--- config.mk ---
export PLATFORM = sky130hd
export DESIGN_NAME = scl_clock_gen
export DESIGN_NICKNAME = d
export VERILOG_FILES = /design/src/rtl/scl_gen_pkg.sv /design/src/rtl/scl_phase_calc.sv /design/src/rtl/scl_line_edges.sv /design/src/rtl/scl_clock_gen.sv
export SDC_FILE = /design/constraint.sdc
export NUM_CORES = 1
export LEC_CHECK = 0
export BUFFER_PORTS_ARGS = -buffer_cell sky130_fd_sc_hd__buf_2
export CAP_MARGIN = 20
export CORE_ASPECT_RATIO = 0.75
export CORE_MARGIN = 3
export CORE_UTILIZATION = 30
export DETAILED_ROUTE_END_ITERATION = 8
export PLACE_DENSITY = 0.55
export SYNTH_ARGS = -nofsm -noshare
export SYNTH_HDL_FRONTEND = slang
export SYNTH_SLANG_ARGS = --single-unit
--- constraint.sdc ---
create_clock -name clk -period 12.8 [get_ports clk]
set_clock_uncertainty 0.1 [all_clocks]
set_input_delay 0.64 -clock clk [delete_from_list [all_inputs] [get_ports clk]]
set_output_delay 0.64 -clock clk [all_outputs]
set_load 0.01 [all_outputs]
--- src/rtl/scl_gen_pkg.sv ---
// Package: shared phase type and minimum divider limits for the serial-clock generator.
// Assumes: nothing; pure declarations.
package scl_gen_pkg;

    typedef enum logic [0:0] {
        PH_LOW  = 1'b0,
        PH_HIGH = 1'b1
    } scl_phase_e;

    localparam int unsigned STD_MIN_DIV  = 4;
    localparam int unsigned FAST_MIN_DIV = 1;

endpackage

--- src/rtl/scl_phase_calc.sv ---
// Module: scl_phase_calc
// Turns mode, duty bit and divider into the low and high phase lengths in clock cycles.
// It clamps the divider to the legal minimum of each mode.
// Assumes: configuration is static while the generator is enabled.
module scl_phase_calc
    import scl_gen_pkg::*;
#(
    parameter int unsigned CCR_W = 12,
    parameter int unsigned CNT_W = CCR_W + 5
) (
    input  logic             clk,
    input  logic             rst_n,
    input  logic             fast_mode,
    input  logic             duty_sel,
    input  logic [CCR_W-1:0] ccr,
    output logic [CNT_W-1:0] low_len,
    output logic [CNT_W-1:0] high_len
);

    localparam logic [CCR_W-1:0] STD_MIN  = CCR_W'(STD_MIN_DIV);
    localparam logic [CCR_W-1:0] FAST_MIN = CCR_W'(FAST_MIN_DIV);

    logic [CCR_W-1:0] div_min;
    logic [CNT_W-1:0] div_c;

    // Pick the minimum for the mode and clamp the divider to it.
    always_comb begin
        div_min = fast_mode ? FAST_MIN : STD_MIN;
        div_c   = (ccr < div_min) ? CNT_W'(div_min) : CNT_W'(ccr);
    end

    // Scale the clamped divider into phase lengths using shifts and adds.
    always_comb begin
        if (!fast_mode) begin
            low_len  = div_c;
            high_len = div_c;
        end else if (!duty_sel) begin
            low_len  = div_c << 1;
            high_len = div_c;
        end else begin
            low_len  = div_c << 4;
            high_len = (div_c << 3) + div_c;
        end
    end


    high_nonzero_chk: assert property (@(posedge clk) disable iff (!rst_n)
        high_len != '0);


    low_not_shorter_chk: assert property (@(posedge clk) disable iff (!rst_n)
        low_len >= high_len);

endmodule

--- src/rtl/scl_line_edges.sv ---
// Module: scl_line_edges
// Gives one-cycle rise and fall strobes from the sampled bus clock line.
// Assumes: scl_in is already synchronised to clk. The idle bus reads high.
module scl_line_edges (
    input  logic clk,
    input  logic rst_n,
    input  logic scl_in,
    output logic scl_rise,
    output logic scl_fall
);

    logic scl_q;

    // Keep the previous sample of the line; idle-high after reset.
    always_ff @(posedge clk) begin
        if (!rst_n) scl_q <= 1'b1;
        else        scl_q <= scl_in;
    end

    // Compare the current sample with the previous one to find edges.
    always_comb begin
        scl_rise = scl_in & ~scl_q;
        scl_fall = ~scl_in & scl_q;
    end


    rise_one_cycle_chk: assert property (@(posedge clk) disable iff (!rst_n)
        scl_rise |=> !scl_rise);


    fall_one_cycle_chk: assert property (@(posedge clk) disable iff (!rst_n)
        scl_fall |=> !scl_fall);


    edges_exclusive_chk: assert property (@(posedge clk) disable iff (!rst_n)
        !(scl_rise && scl_fall));

endmodule

--- src/rtl/scl_clock_gen.sv ---
// Module: scl_clock_gen (top)
// Master serial-clock generator. It counts the low phase and drives the line low.
// It then releases the line and counts the high phase only in cycles where the line reads high.
// Assumes: configuration is static while en is high, and scl_in is synchronised.
module scl_clock_gen
    import scl_gen_pkg::*;
#(
    parameter int unsigned CCR_W = 12
) (
    input  logic             clk,
    input  logic             rst_n,
    input  logic             en,
    input  logic             fast_mode,
    input  logic             duty_sel,
    input  logic [CCR_W-1:0] ccr,
    input  logic             scl_in,
    output logic             scl_pull_low,
    output logic             scl_rise,
    output logic             scl_fall
);

    localparam int unsigned CNT_W = CCR_W + 5;

    logic [CNT_W-1:0] low_len;
    logic [CNT_W-1:0] high_len;
    logic [CNT_W-1:0] cnt;
    logic [CNT_W-1:0] cnt_inc;
    scl_phase_e       ph;

    scl_phase_calc #(
        .CCR_W (CCR_W),
        .CNT_W (CNT_W)
    ) u_calc (
        .clk       (clk),
        .rst_n     (rst_n),
        .fast_mode (fast_mode),
        .duty_sel  (duty_sel),
        .ccr       (ccr),
        .low_len   (low_len),
        .high_len  (high_len)
    );

    scl_line_edges u_edges (
        .clk      (clk),
        .rst_n    (rst_n),
        .scl_in   (scl_in),
        .scl_rise (scl_rise),
        .scl_fall (scl_fall)
    );

    // Next count value, shared by both phases.
    always_comb cnt_inc = cnt + 1'b1;

    // Phase sequencer: a fixed low count, then a high count gated by the observed line.
    always_ff @(posedge clk) begin
        if (!rst_n || !en) begin
            ph  <= PH_LOW;
            cnt <= '0;
        end else begin
            case (ph)
                PH_LOW: begin
                    if (cnt_inc >= low_len) begin
                        ph  <= PH_HIGH;
                        cnt <= '0;
                    end else begin
                        cnt <= cnt_inc;
                    end
                end
                default: begin
                    if (scl_in) begin
                        if (cnt_inc >= high_len) begin
                            ph  <= PH_LOW;
                            cnt <= '0;
                        end else begin
                            cnt <= cnt_inc;
                        end
                    end
                end
            endcase
        end
    end

    // Drive low only while enabled, out of reset, and in the low phase.
    always_comb scl_pull_low = rst_n && en && (ph == PH_LOW);


    disabled_clears_chk: assert property (@(posedge clk) disable iff (!rst_n)
        !en |=> (cnt == '0 && ph == PH_LOW));


    stretch_holds_chk: assert property (@(posedge clk) disable iff (!rst_n)
        (en && ph == PH_HIGH && !scl_in) |=> (cnt == $past(cnt) && ph == PH_HIGH));


    low_bound_chk: assert property (@(posedge clk) disable iff (!rst_n)
        (en && ph == PH_LOW) |-> (cnt < low_len));


    high_bound_chk: assert property (@(posedge clk) disable iff (!rst_n)
        (en && ph == PH_HIGH) |-> (cnt < high_len));

endmodule

# [Word-level counts from Yosys, hierarchy flattened]
# Cells that the tools add are included.
[classes] add_sub_neg=2 n_mul=0 n_div=0 magnitude_cmp=3 eq_ne=1 n_shift=0 mux=14 bitwise_logic=5 n_reduce_logical=5
[op_table] op="$mux 17" n=8
[op_table] op="$ge 17x17->1" n=2
[op_table] op="$add 17x1->17 const B" n=1
[op_table] op="$add 17x17->17" n=1
[op_table] op="$lt 12x12->1" n=1
[op_table] op="$mux 12" n=1
[op_table] op="$mux 1" n=4
[op_table] op="$mux 3" n=1
[op_table] op="$not 1->1" n=3
[op_table] op="$and 1x1->1" n=2
[op_table] op="$logic_and 1x1->1" n=2
[op_table] op="$logic_not 1->1" n=2
[op_table] op="$ne 2x2->1 const B" n=1
[op_table] op="$logic_or 1x1->1" n=1
[word_totals] reg_bits=19 latchBits=0 ramBits=0 rom_bits=0 input_bits=18 out_inout_bits=3 n_memories=0

# [Depth between registers and ports, before layout]
# Gate-level depths: netlist (run 1).
[logic_depth] word_depth=10 mapped_depth=24

# [Modules after synthesis]
# From an unflattened synthesis (run 1), not the netlist that was laid out.
[unflattened] hier_cells=366 area_unflattened_um2=2781.4
[modules_own_cells] module="scl_clock_gen" n_inst=1 cells_each=216 area_each_um2=1754.2 seq_area_each_um2=360.3
[modules_own_cells] module="scl_phase_calc" n_inst=1 cells_each=146 area_each_um2=988.4 seq_area_each_um2=0.0
[modules_own_cells] module="scl_line_edges" n_inst=1 cells_each=4 area_each_um2=38.8 seq_area_each_um2=20.0

# [Worst setup path before layout (run 1)]
# Ideal clock, no wire load.
[synth_timing] path_kind="input to register" from="in ccr[6]" to="reg cnt[14]" setup_time_ns=0.069 t_arrival_ns=4.670 t_required_ns=12.631 slack_ns=7.962 stages=23 n_path_buf=2 cell_sequence="clkbuf_1 > nor4_1 > nand3_1 > a21o_1 > nand2_1 > nand2_1 > ha_1 > ha_1 > a21o_1 > a31oi_1 > o21ai_0 > o311ai_1 > xnor2_1 > nand2_1 > ha_1 > nor3_1 > nor2_1 > o21ai_0 > o2111ai_1 > nor4b_2 > buf_6 > o21ai_2 > a21oi_2"
[synth_between] elab_chain_cells=9 word_cells_on_any_way=13 classes_between="add/sub: 1; order compare: 3; mux: 9"
[synth_lines] element="start, declared" line_no="scl_clock_gen.sv:15" rtl="input logic [CCR_W-1:0] ccr,"
[synth_lines] element="$lt 12x12->1" line_no="scl_phase_calc.sv:29" rtl="div_c = (ccr < div_min) ? CNT_W'(div_min) : CNT_W'(ccr);"
[synth_lines] element="$mux 12 *" line_no="scl_phase_calc.sv:29"
[synth_lines] element="$add 17x17->17" line_no="scl_phase_calc.sv:42" rtl="high_len = (div_c << 3) + div_c;"
[synth_lines] element="$mux 17" line_no="scl_phase_calc.sv:37" rtl="end else if (!duty_sel) begin"
[synth_lines] element="$mux 17" line_no="scl_phase_calc.sv:34" rtl="if (!fast_mode) begin"
[synth_lines] element="$ge 17x17->1" line_no="scl_clock_gen.sv:71" rtl="if (cnt_inc >= high_len) begin"
[synth_lines] element="$mux 17" line_no="scl_clock_gen.sv:71"
[synth_lines] element="$mux 17" line_no="scl_clock_gen.sv:70" rtl="if (scl_in) begin"
[synth_lines] element="$mux 17 *" line_no="scl_clock_gen.sv:60" rtl="case (ph)"
[synth_lines] element="end signal, assigned" line_no="scl_clock_gen.sv:66" rtl="cnt <= cnt_inc;"
[synth_lines] element="end signal, assigned" line_no="scl_clock_gen.sv:75" rtl="cnt <= cnt_inc;"
[synth_lines] element="end, declared" line_no="scl_clock_gen.sv:26" rtl="logic [CNT_W-1:0] cnt;"
# Every way passes the cells marked *; elsewhere a longest branch is shown, timed or not. The select of a mux whose other input is x is not followed.
# A chain may end at the register's enable or synchronous reset.

# [Worst setup path after layout (run 1)]
[layout_timing] from="in fast_mode" to="reg cnt[2]"
[layout_between] elab_chain_cells=10 word_cells_on_any_way=14 classes_between="add/sub: 1; order compare: 3; mux: 10"
[layout_lines] element="start, declared" line_no="scl_clock_gen.sv:13" rtl="input logic fast_mode,"
[layout_lines] element="$mux 3" line_no="scl_phase_calc.sv:28" rtl="div_min = fast_mode ? FAST_MIN : STD_MIN;"
[layout_lines] element="$lt 12x12->1" line_no="scl_phase_calc.sv:29"
[layout_lines] element="$mux 12" line_no="scl_phase_calc.sv:29"
[layout_lines] element="$add 17x17->17" line_no="scl_phase_calc.sv:42"
[layout_lines] element="$mux 17" line_no="scl_phase_calc.sv:37"
[layout_lines] element="$mux 17" line_no="scl_phase_calc.sv:34"
[layout_lines] element="$ge 17x17->1" line_no="scl_clock_gen.sv:71"
[layout_lines] element="$mux 17" line_no="scl_clock_gen.sv:71"
[layout_lines] element="$mux 17" line_no="scl_clock_gen.sv:70"
[layout_lines] element="$mux 17 *" line_no="scl_clock_gen.sv:60"
# Marked as above.

==> impl_metrics.ini, run 1 <==
[status]
status = finished, final reports clean

[clock_tree]
cts_made_buffers = 3
cts_setup_buffers = 0
cts_tree = built
hold_buffers = 0
cts.sinks = 19
clockBufferDepth = 2
clk_latency_ps = 250
clockRootBuffer = clkbuf_16
htree_levels = 1
post_cts_resized = 0
path_clk_slew_ps = 50

[logic_synthesis]
yosysMostFrequentCell = nand2_1
synth_warnings = 0
syn_nets = 432
synth.distinct_cells = 49
ys_top_cells_by_count = nand2_1 (50), ha_1 (43), a21oi_1 (27)
netlist_area_sq_um = 2740
synthFlopType = dfxtp_1
yosys.area.top_type = ha_1
synthArstFlopShare_pct = 0
synth-seq-area-share_pct = 13.9
synth.avg_cell_area_sq_um = 7.38
ys_ff_latch = 19
synth_edf_count = 0
synth_cells = 371
yosysTopAreaCellShare_pct = 19.6
synth_area_leaders = ha_1 (20%), dfxtp_1 (14%), nand2_1 (6.9%), a21oi_1 (4.9%), xnor2_1 (4.8%)

[layout]
syn_to_final_growth_pct = 7.63
nFillCells = 930
drive_above_1_share_pct = 13.3
multiInputGateArea_sq_um = 2230
finalNetCount = 431
num_antenna_cells = 0
utilization_pct = 34.0
finalNonFillerCells = 477
seq_area_sq_um = 380

[flow_run]
cap_viol_max_count = 0

[floorplanning]
ios = 21
coreArea_sq_um = 8670
die_width_um = 116
initial_core_util_pct = 31.6
fp.dieH_um = 88.8
rows = 29
dieArea_sq_um = 10300

[global_routing]
grt_pass1_wl_mm = 11.3
track_usage_pct = 13.7
overflow = 0
grt_max_degree = 30
antenna_found_initial = 0
grt_pass1_vias = 2164

[timing]
period_minus_slack_ps = 5240
setup_viol = 0
finalCritPeriodShare_pct = 41.0
tns_ps = 0
slew_headroom_pct = 46.0
rsz0062_at_grt = false
whs_ps = 387
fin_ws_ps = 7560
hold_viol_final = 0
tightest_slew_ps = 808
max_freq_mhz = 191
maxSlewViolCount = 0

[routing]
finalWirelength_mm = 6.84
first_pass_iters = 4
drc = 0
viasPerCell = 5.25
vias = 2506
routedWlPerCell_um = 14.3
ant_nets = 0
drtIter0Drc = 89

[critical_path]
startpoint_type = input port
crit_arrival_ps = 5310
crit_type = in2reg
critPathRequiredTime_ps = 12870
worst_setup_path_end_kind = flop
cp_max_fo = 29

[pwr]
pwr_density_cell_nw_per_um2 = 60.4
leakagePower_nw = 1.27
ir_drop_mv = 0.0509

[place]
port_buffers = 20
pre_cts_slack_ps = 7290
dp.cells = 472
hpwl_mm = 5.59
globalplace.congestion = 0.858

[min_path]
hold_class = reg2reg
-- report_power, final --
part | total (W) | switching, W | internal, W
clock network | 0.0000638 | 0.0000215 | 0.0000423
registers | 0.0000602 | 0.000000545 | 0.0000597
logic | 0.0000539 | 0.0000316 | 0.0000223
-- cells by family (layout without fill, tap and decap cells) --
group | count (synthesis) | after routing | share of synthesized area [%]
and+or+nand+nor | 152 | 152 | 29.0
AOI/OAI and AO/OA | 89 | 89 | 20.1
adders and majority gates | 43 | 43 | 19.6
buffers and inverters | 31 | 29 | 4.80
xor gates and xnor gates | 27 | 27 | 8.91
DFF | 19 | 19 | 13.9
muxes | 10 | 10 | 3.70
-- layout make-up --
class | count | area share [%]
multi-input combinational | 321 | 75.6
timing repair buffer | 22 | 3.90
inverter | 3 | 0.382
tap | 108 | 4.58
sequential | 19 | 12.9
clock buffer | 4 | 2.67
-- state kept, by name (all words and copies together) (netlist names) --
signal,cells
u_edges.scl_q,1
ph,1
cnt,17
-- cell usage in the layout (no fill, tap or decap), types with 8 or more instances in the layout --
master	Yosys	routed
o21ai_2	8	8
nand2_1	50	50
nor2_1	25	25
xor2_1	11	11
ha_1	43	43
o21ai_0	24	24
buf_2	0	20
xnor2_1	15	15
a21oi_1	27	27
nor3_1	9	9
nand3_1	15	15
dfxtp_1	19	19
and3_1	10	10
mux2i_1	9	9
nor2b_1	8	8
-- worst max-delay path, cell delays in order --
cell and delay [ps]:
buf_2 250, ha_1 260, nor2_1 80, nand3_1 110
a21o_1 240, nand2_1 80, nand2_1 90, ha_1 230
ha_1 180, a21o_1 180, a31oi_1 280, o21ai_0 240
o311ai_1 480, xnor2_1 170, nand2_1 80, ha_1 210
a211oi_1 270, o21ai_0 120, o21ai_0 180, o2111ai_1 170
nor4b_2 240, buf_4 280, o21ai_0 110, a21oi_1 150
-- path summary, 6_finish.rpt --
check,start,to,slack (ps),cells after the start
worst max-delay path,fast_mode,cnt[2]$_SDFFE_PP0P_,7560,24
worst min-delay path,cnt[4]$_SDFFE_PP0P_,cnt[4]$_SDFFE_PP0P_,390,2
worst max register to register,cnt[5]$_SDFFE_PP0P_,cnt[2]$_SDFFE_PP0P_,8740,12
worst min register to register,cnt[4]$_SDFFE_PP0P_,cnt[4]$_SDFFE_PP0P_,390,2
-- per-layer routing --
metal | wire, um | track usage (%)
met1 | 3910 | 21.6
met2 | 2670 | 19.5
met3 | 229 | 1.98
met4 | 27 | 2.00
met5 | 0 | 0
-- stage by stage --
stage          cell area [sq um]  total power (W)
3_3_place_gp                2860         0.000114
5_1_grt                     2950         0.000191
2_1_floorplan               2740         0.000102
4_1_cts                     2940         0.000180
6_report                    2950         0.000178
3_5_place_dp                2860         0.000115
Power figures use the tool's default switching activity.
==> run 2: changes to the inputs <==
Settings changed: PLACE_DENSITY 0.55 to 0.56.
Clock period 12.8 ns to 4.3 ns, I/O delays scaled along.
==> impl_metrics.ini, run 2 (synthesized netlist as in run 1, its figures left out) <==
[timing]
whs_ps = 46.5
setup_viol = 0
slew_headroom_pct = 49.3
tns_ps = 0
max_freq_mhz = 236
maxSlewViolCount = 0
hold_viol_final = 0
tightest_slew_ps = 759
period_minus_slack_ps = 4240
finalCritPeriodShare_pct = 98.7
rsz0062_at_grt = true

[clock_tree]
cts_tree = built
clk_latency_ps = 250
cts.sinks = 19
path_clk_slew_ps = 60
cts_made_buffers = 3
clockBufferDepth = 2
clockRootBuffer = clkbuf_16
hold_buffers = 0
htree_levels = 1

[critical_path]
r2r-start = cnt[0]$_SDFFE_PP0P_
reg2reg_setup_slack_ps = 450
cpLargestDelayFamily = simple AND/OR/NAND/NOR gates
cp_max_fo = 5
crit_arrival_ps = 4260
reg2reg_to = ph$_SDFF_PP0_
startpoint_type = input port
path_cells = buf_8, nor4_4, buf_4, nand3_4, a21o_1, nand2_1, o21ai_2, ha_4, or3_1, o211ai_1, a21boi_1, buf_4, xor2_1, nand2_1, ha_4, nand4_1, or3_4, o2111ai_4, nor4b_4, buf_4, clkbuf_16, o21ai_2, a21oi_2
slowest_stage = or3_4
worst-path-buf-inv = 5
max_stage_delay_ps = 390
crit_type = in2reg
reg2reg_depth = 13
critPathRequiredTime_ps = 4310
cpMostUsedCell = buf_4
worst_setup_path_end_kind = flop

[layout]
reg_top3 = cnt (17), ph (1), u_edges.scl_q (1)
drive_above_1_share_pct = 30.1
finalNonFillerCells = 520
finalNetCount = 474
largest_reg_flops = 17
syn_to_final_growth_pct = 31.2
top_register = cnt
mostFrequentLayoutCell = nand2_1
num_antenna_cells = 0
mostFrequentLayoutCells = nand2_1 (48), buf_4 (42), ha_1 (38), nor2_1 (25), a21oi_1 (24)

[place]
hpwl_mm = 6.12
dp.cells = 506
globalplace.congestion = 0.826
port_buffers = 20

[pwr]
pwr_density_cell_nw_per_um2 = 164
combPwrFrac_pct = 36.2
p_sw_share_pct = 31.8
ir_drop_mv = 0.0957
leakagePower_nw = 1.52
power_frac_seq_pct = 30.5
internal-power_w = 0.000402
switchingPower_w = 0.000187
p_clk_share_pct = 33.4

[routing]
viasPerCell = 5.30
drtIter0Drc = 172
routedWlPerCell_um = 15.5
vias = 2758
first_pass_iters = 4
ant_nets = 0
finalWirelength_mm = 8.07
drc = 0

[floorplanning]
fp.dieH_um = 88.8
rows = 29
die_width_um = 116
coreArea_sq_um = 8670
ios = 21
dieArea_sq_um = 10300
initial_core_util_pct = 31.6

[global_routing]
grt_pass1_wl_mm = 12.9
track_usage_pct = 15.8
grt_pass1_vias = 2553
antenna_found_initial = 0
grt_max_degree = 29
overflow = 0

[flow_run]
cap_viol_max_count = 0

[min_path]
min_from = rst_n
hold_depth = 2
hold_end = u_edges.scl_q$_SDFF_PN1_
hold_class = in2reg

[status]
status = finished, final reports clean
==> run 2: cell types whose count changed in the layout (fill, tap and decap cells not counted), moves of 4 or more <==
cell / delta
buf_4: +40
ha_4: +4
o21ai_1: +6
ha_1: -5
o21ai_2: +4
o21ai_0: -12
==> run 2: worst max-delay path by stage <==
stage / startpoint / end / slack, ps / cells after the start
2_1_floorplan: ccr[10] / cnt[14]$_SDFFE_PP0P_ / 10 / 23
3_3_place_gp: ccr[11] / cnt[4]$_SDFFE_PP0P_ / -440 / 24
3_5_place_dp: ccr[11] / cnt[3]$_SDFFE_PP0P_ / -500 / 24
4_1_cts: ccr[9] / cnt[1]$_SDFFE_PP0P_ / -2 / 24
5_1_grt: ccr[11] / cnt[3]$_SDFFE_PP0P_ / -150 / 24
6_report: ccr[11] / cnt[14]$_SDFFE_PP0P_ / 60 / 23
==> run 2: timing repair <==
action                     4_1_cts  5_1_grt
gates resized for setup         22       37
setup buffers                    3        6
pin swaps                       21       27
cloned                           1        0
setup endpoints to repair       16       16
==> run 2: routing by layer <==
layer  part of all wire (%)  GRT usage [%]  up-vias
met5                      0              0        -
met1                     51           24.3     1280
met4                   0.76           2.11        0
met3                    5.0           2.67        8
met2                     43           23.2       55
li1                       -              -     1415
==> run 2: power groups by stage <==
stage / clock [W] / combinational [W] / sequential (W)
2_1_floorplan: 0 / 0.000123 / 0.000183
3_3_place_gp: 0 / 0.000179 / 0.000183
3_5_place_dp: 0 / 0.000183 / 0.000183
4_1_cts: 0.000201 / 0.000193 / 0.000179
5_1_grt: 0.000210 / 0.000236 / 0.000180
6_report: 0.000196 / 0.000213 / 0.000179
==> run 2: through the flow <==
| step | worst slack [ps] | util, % | total power [W] | instance area (sq um) |
|---|---|---|---|---|
| final | 55.4 | 41.5 | 0.000589 | 3590 |
| after global routing | -154 | 41.5 | 0.000626 | 3590 |
| after CTS | -1.50 | 39.2 | 0.000574 | 3400 |
| after detailed placement | -504 | 36.4 | 0.000366 | 3160 |
| after global placement | -437 | 36.4 | 0.000362 | 3160 |
| after floorplan | 11.3 | - | 0.000306 | 2770 |
==> run 2: final cells by class <==
| class | count | area (sq um) |
|---|---|---|
| Clock buffer | 4 | 78.8 |
| Fill cell | 854 | 5080 |
| Inverter | 3 | 11.3 |
| Multi-Input combinational cell | 321 | 2490 |
| Sequential cell | 19 | 380 |
| Tap cell | 108 | 135 |
| Timing Repair Buffer | 65 | 494 |
==> run 2: worst register-to-register path: stages, from the launching register on <==
cell,delay (ps)
dfxtp_1,480
ha_1,300
nand2_2,130
or4_1,430
xnor2_1,430
ha_1,340
and3_1,220
nand4_1,120
nor2_1,50
or4_4,430
nor3_4,120
buf_4,330
a21oi_1,90
o21a_1,170
==> run 3: changes to the inputs <==
Settings changed: BUFFER_PORTS_ARGS -buffer_cell sky130_fd_sc_hd__buf_2 to -buffer_cell sky130_fd_sc_hd__clkbuf_2.
==> impl_metrics.ini, run 3 (synthesized netlist as in run 1, its figures left out) <==
[clock_tree]
clockRootBuffer = clkbuf_16
cts_made_buffers = 3
cts.sinks = 19
clk_latency_ps = 260
clockBufferDepth = 2
cts_tree = built
htree_levels = 1
path_clk_slew_ps = 60

[routing]
viasPerCell = 5.33
drtIter0Drc = 160
first_pass_iters = 4
routedWlPerCell_um = 15.5
ant_nets = 0
finalWirelength_mm = 8.11
drc = 0
vias = 2797

[pwr]
pwr_density_cell_nw_per_um2 = 166
total_power_w = 0.000600
leakagePower_nw = 1.55
ir_drop_mv = 0.120

[critical_path]
reg2reg_setup_slack_ps = 370
crit_type = in2reg
cp_max_fo = 5
worst-path-buf-inv = 6
startpoint_type = input port
slowest_stage = or3_4
critPathRequiredTime_ps = 4380
cpMostUsedCell = buf_4
cpLargestDelayFamily = simple AND/OR/NAND/NOR gates
crit_arrival_ps = 4470
worst_setup_path_end_kind = flop
max_stage_delay_ps = 370

[global_routing]
grt_max_degree = 28
grt_pass1_wl_mm = 12.9
antenna_found_initial = 0
track_usage_pct = 15.8
grt_pass1_vias = 2603
overflow = 0

[timing]
maxSlewViolCount = 0
period_minus_slack_ps = 4390
slew_headroom_pct = 27.4
max_freq_mhz = 228
fin_ws_ps = -87.9
whs_ps = 33.6
setup_viol = 16
tightest_slew_ps = 1090
finalCritPeriodShare_pct = 102
tns_ps = -919
rsz0062_at_grt = true
hold_viol_final = 0

[layout]
top_register = cnt
num_antenna_cells = 0
fin_area_sq_um = 3610
largest_reg_flops = 17
finalNonFillerCells = 525
syn_to_final_growth_pct = 31.7
drive_above_1_share_pct = 30.7
reg_top3 = cnt (17), ph (1), u_edges.scl_q (1)
finalNetCount = 479
mostFrequentLayoutCell = nand2_1
mostFrequentLayoutCells = nand2_1 (49), buf_4 (46), ha_1 (37), nor2_1 (25), a21oi_1 (25)

[floorplanning]
fp.dieH_um = 88.8
die_width_um = 116
initial_core_util_pct = 31.6
rows = 29
ios = 21
dieArea_sq_um = 10300
coreArea_sq_um = 8670

[place]
placed_area_sq_um = 3160
port_buffers = 20
globalplace.congestion = 0.821
hpwl_mm = 6.22
dp.cells = 507

[status]
violations = negative setup slack
status = finished with violations

[min_path]
hold_class = in2reg

[flow_run]
cap_viol_max_count = 0
## run 3: final timing paths
check	startpoint	endpoint	cells after the start
max	ccr[5]	cnt[12]$_SDFFE_PP0P_	26
min	rst_n	u_edges.scl_q$_SDFF_PN1_	2
max reg2reg	cnt[5]$_SDFFE_PP0P_	ph$_SDFF_PP0_	13
min reg2reg	cnt[4]$_SDFFE_PP0P_	cnt[4]$_SDFFE_PP0P_	2
## run 3: metal layers
layer / vias up / global-route usage (%) / wire [um]
li1: 1426 / - / -
met1: 1316 / 23.7 / 4170
met2: 49 / 24.2 / 3460
met3: 6 / 2.39 / 429
met4: 0 / 2.32 / 51
met5: - / 0 / 0
## run 3: where the power goes
part,leakage (nW),total [W],switching [W],internal [W]
combinational,1.35,0.000217,0.000114,0.000103
sequential,0.154,0.000179,0.00000185,0.000177
clock,0.0382,0.000203,0.0000768,0.000127
total,1.55,0.000600,0.000192,0.000408
## run 3: timing repair
action	in CTS	in global routing
cloned	1	0
pin swaps	27	23
resized for setup	27	32
setup endpoints to repair	16	17
hold buffers	0	0
buffers inserted	10	4
## run 3: cell type report
type	count	area, sq um
Fill cell	893	5060
Sequential cell	19	380
Tap cell	108	135
Timing Repair Buffer	70	541
Clock buffer	4	78.8
Multi-Input combinational cell	321	2460
Inverter	3	11.3
## run 3: metrics by stage
step           utilization [%]  worst slack (ps)
5_1_grt                   41.6              -315
3_5_place_dp              36.5              -564
2_1_floorplan                -              11.3
6_report                  41.6             -87.9
3_3_place_gp              36.5              -382
4_1_cts                   40.2             -9.88
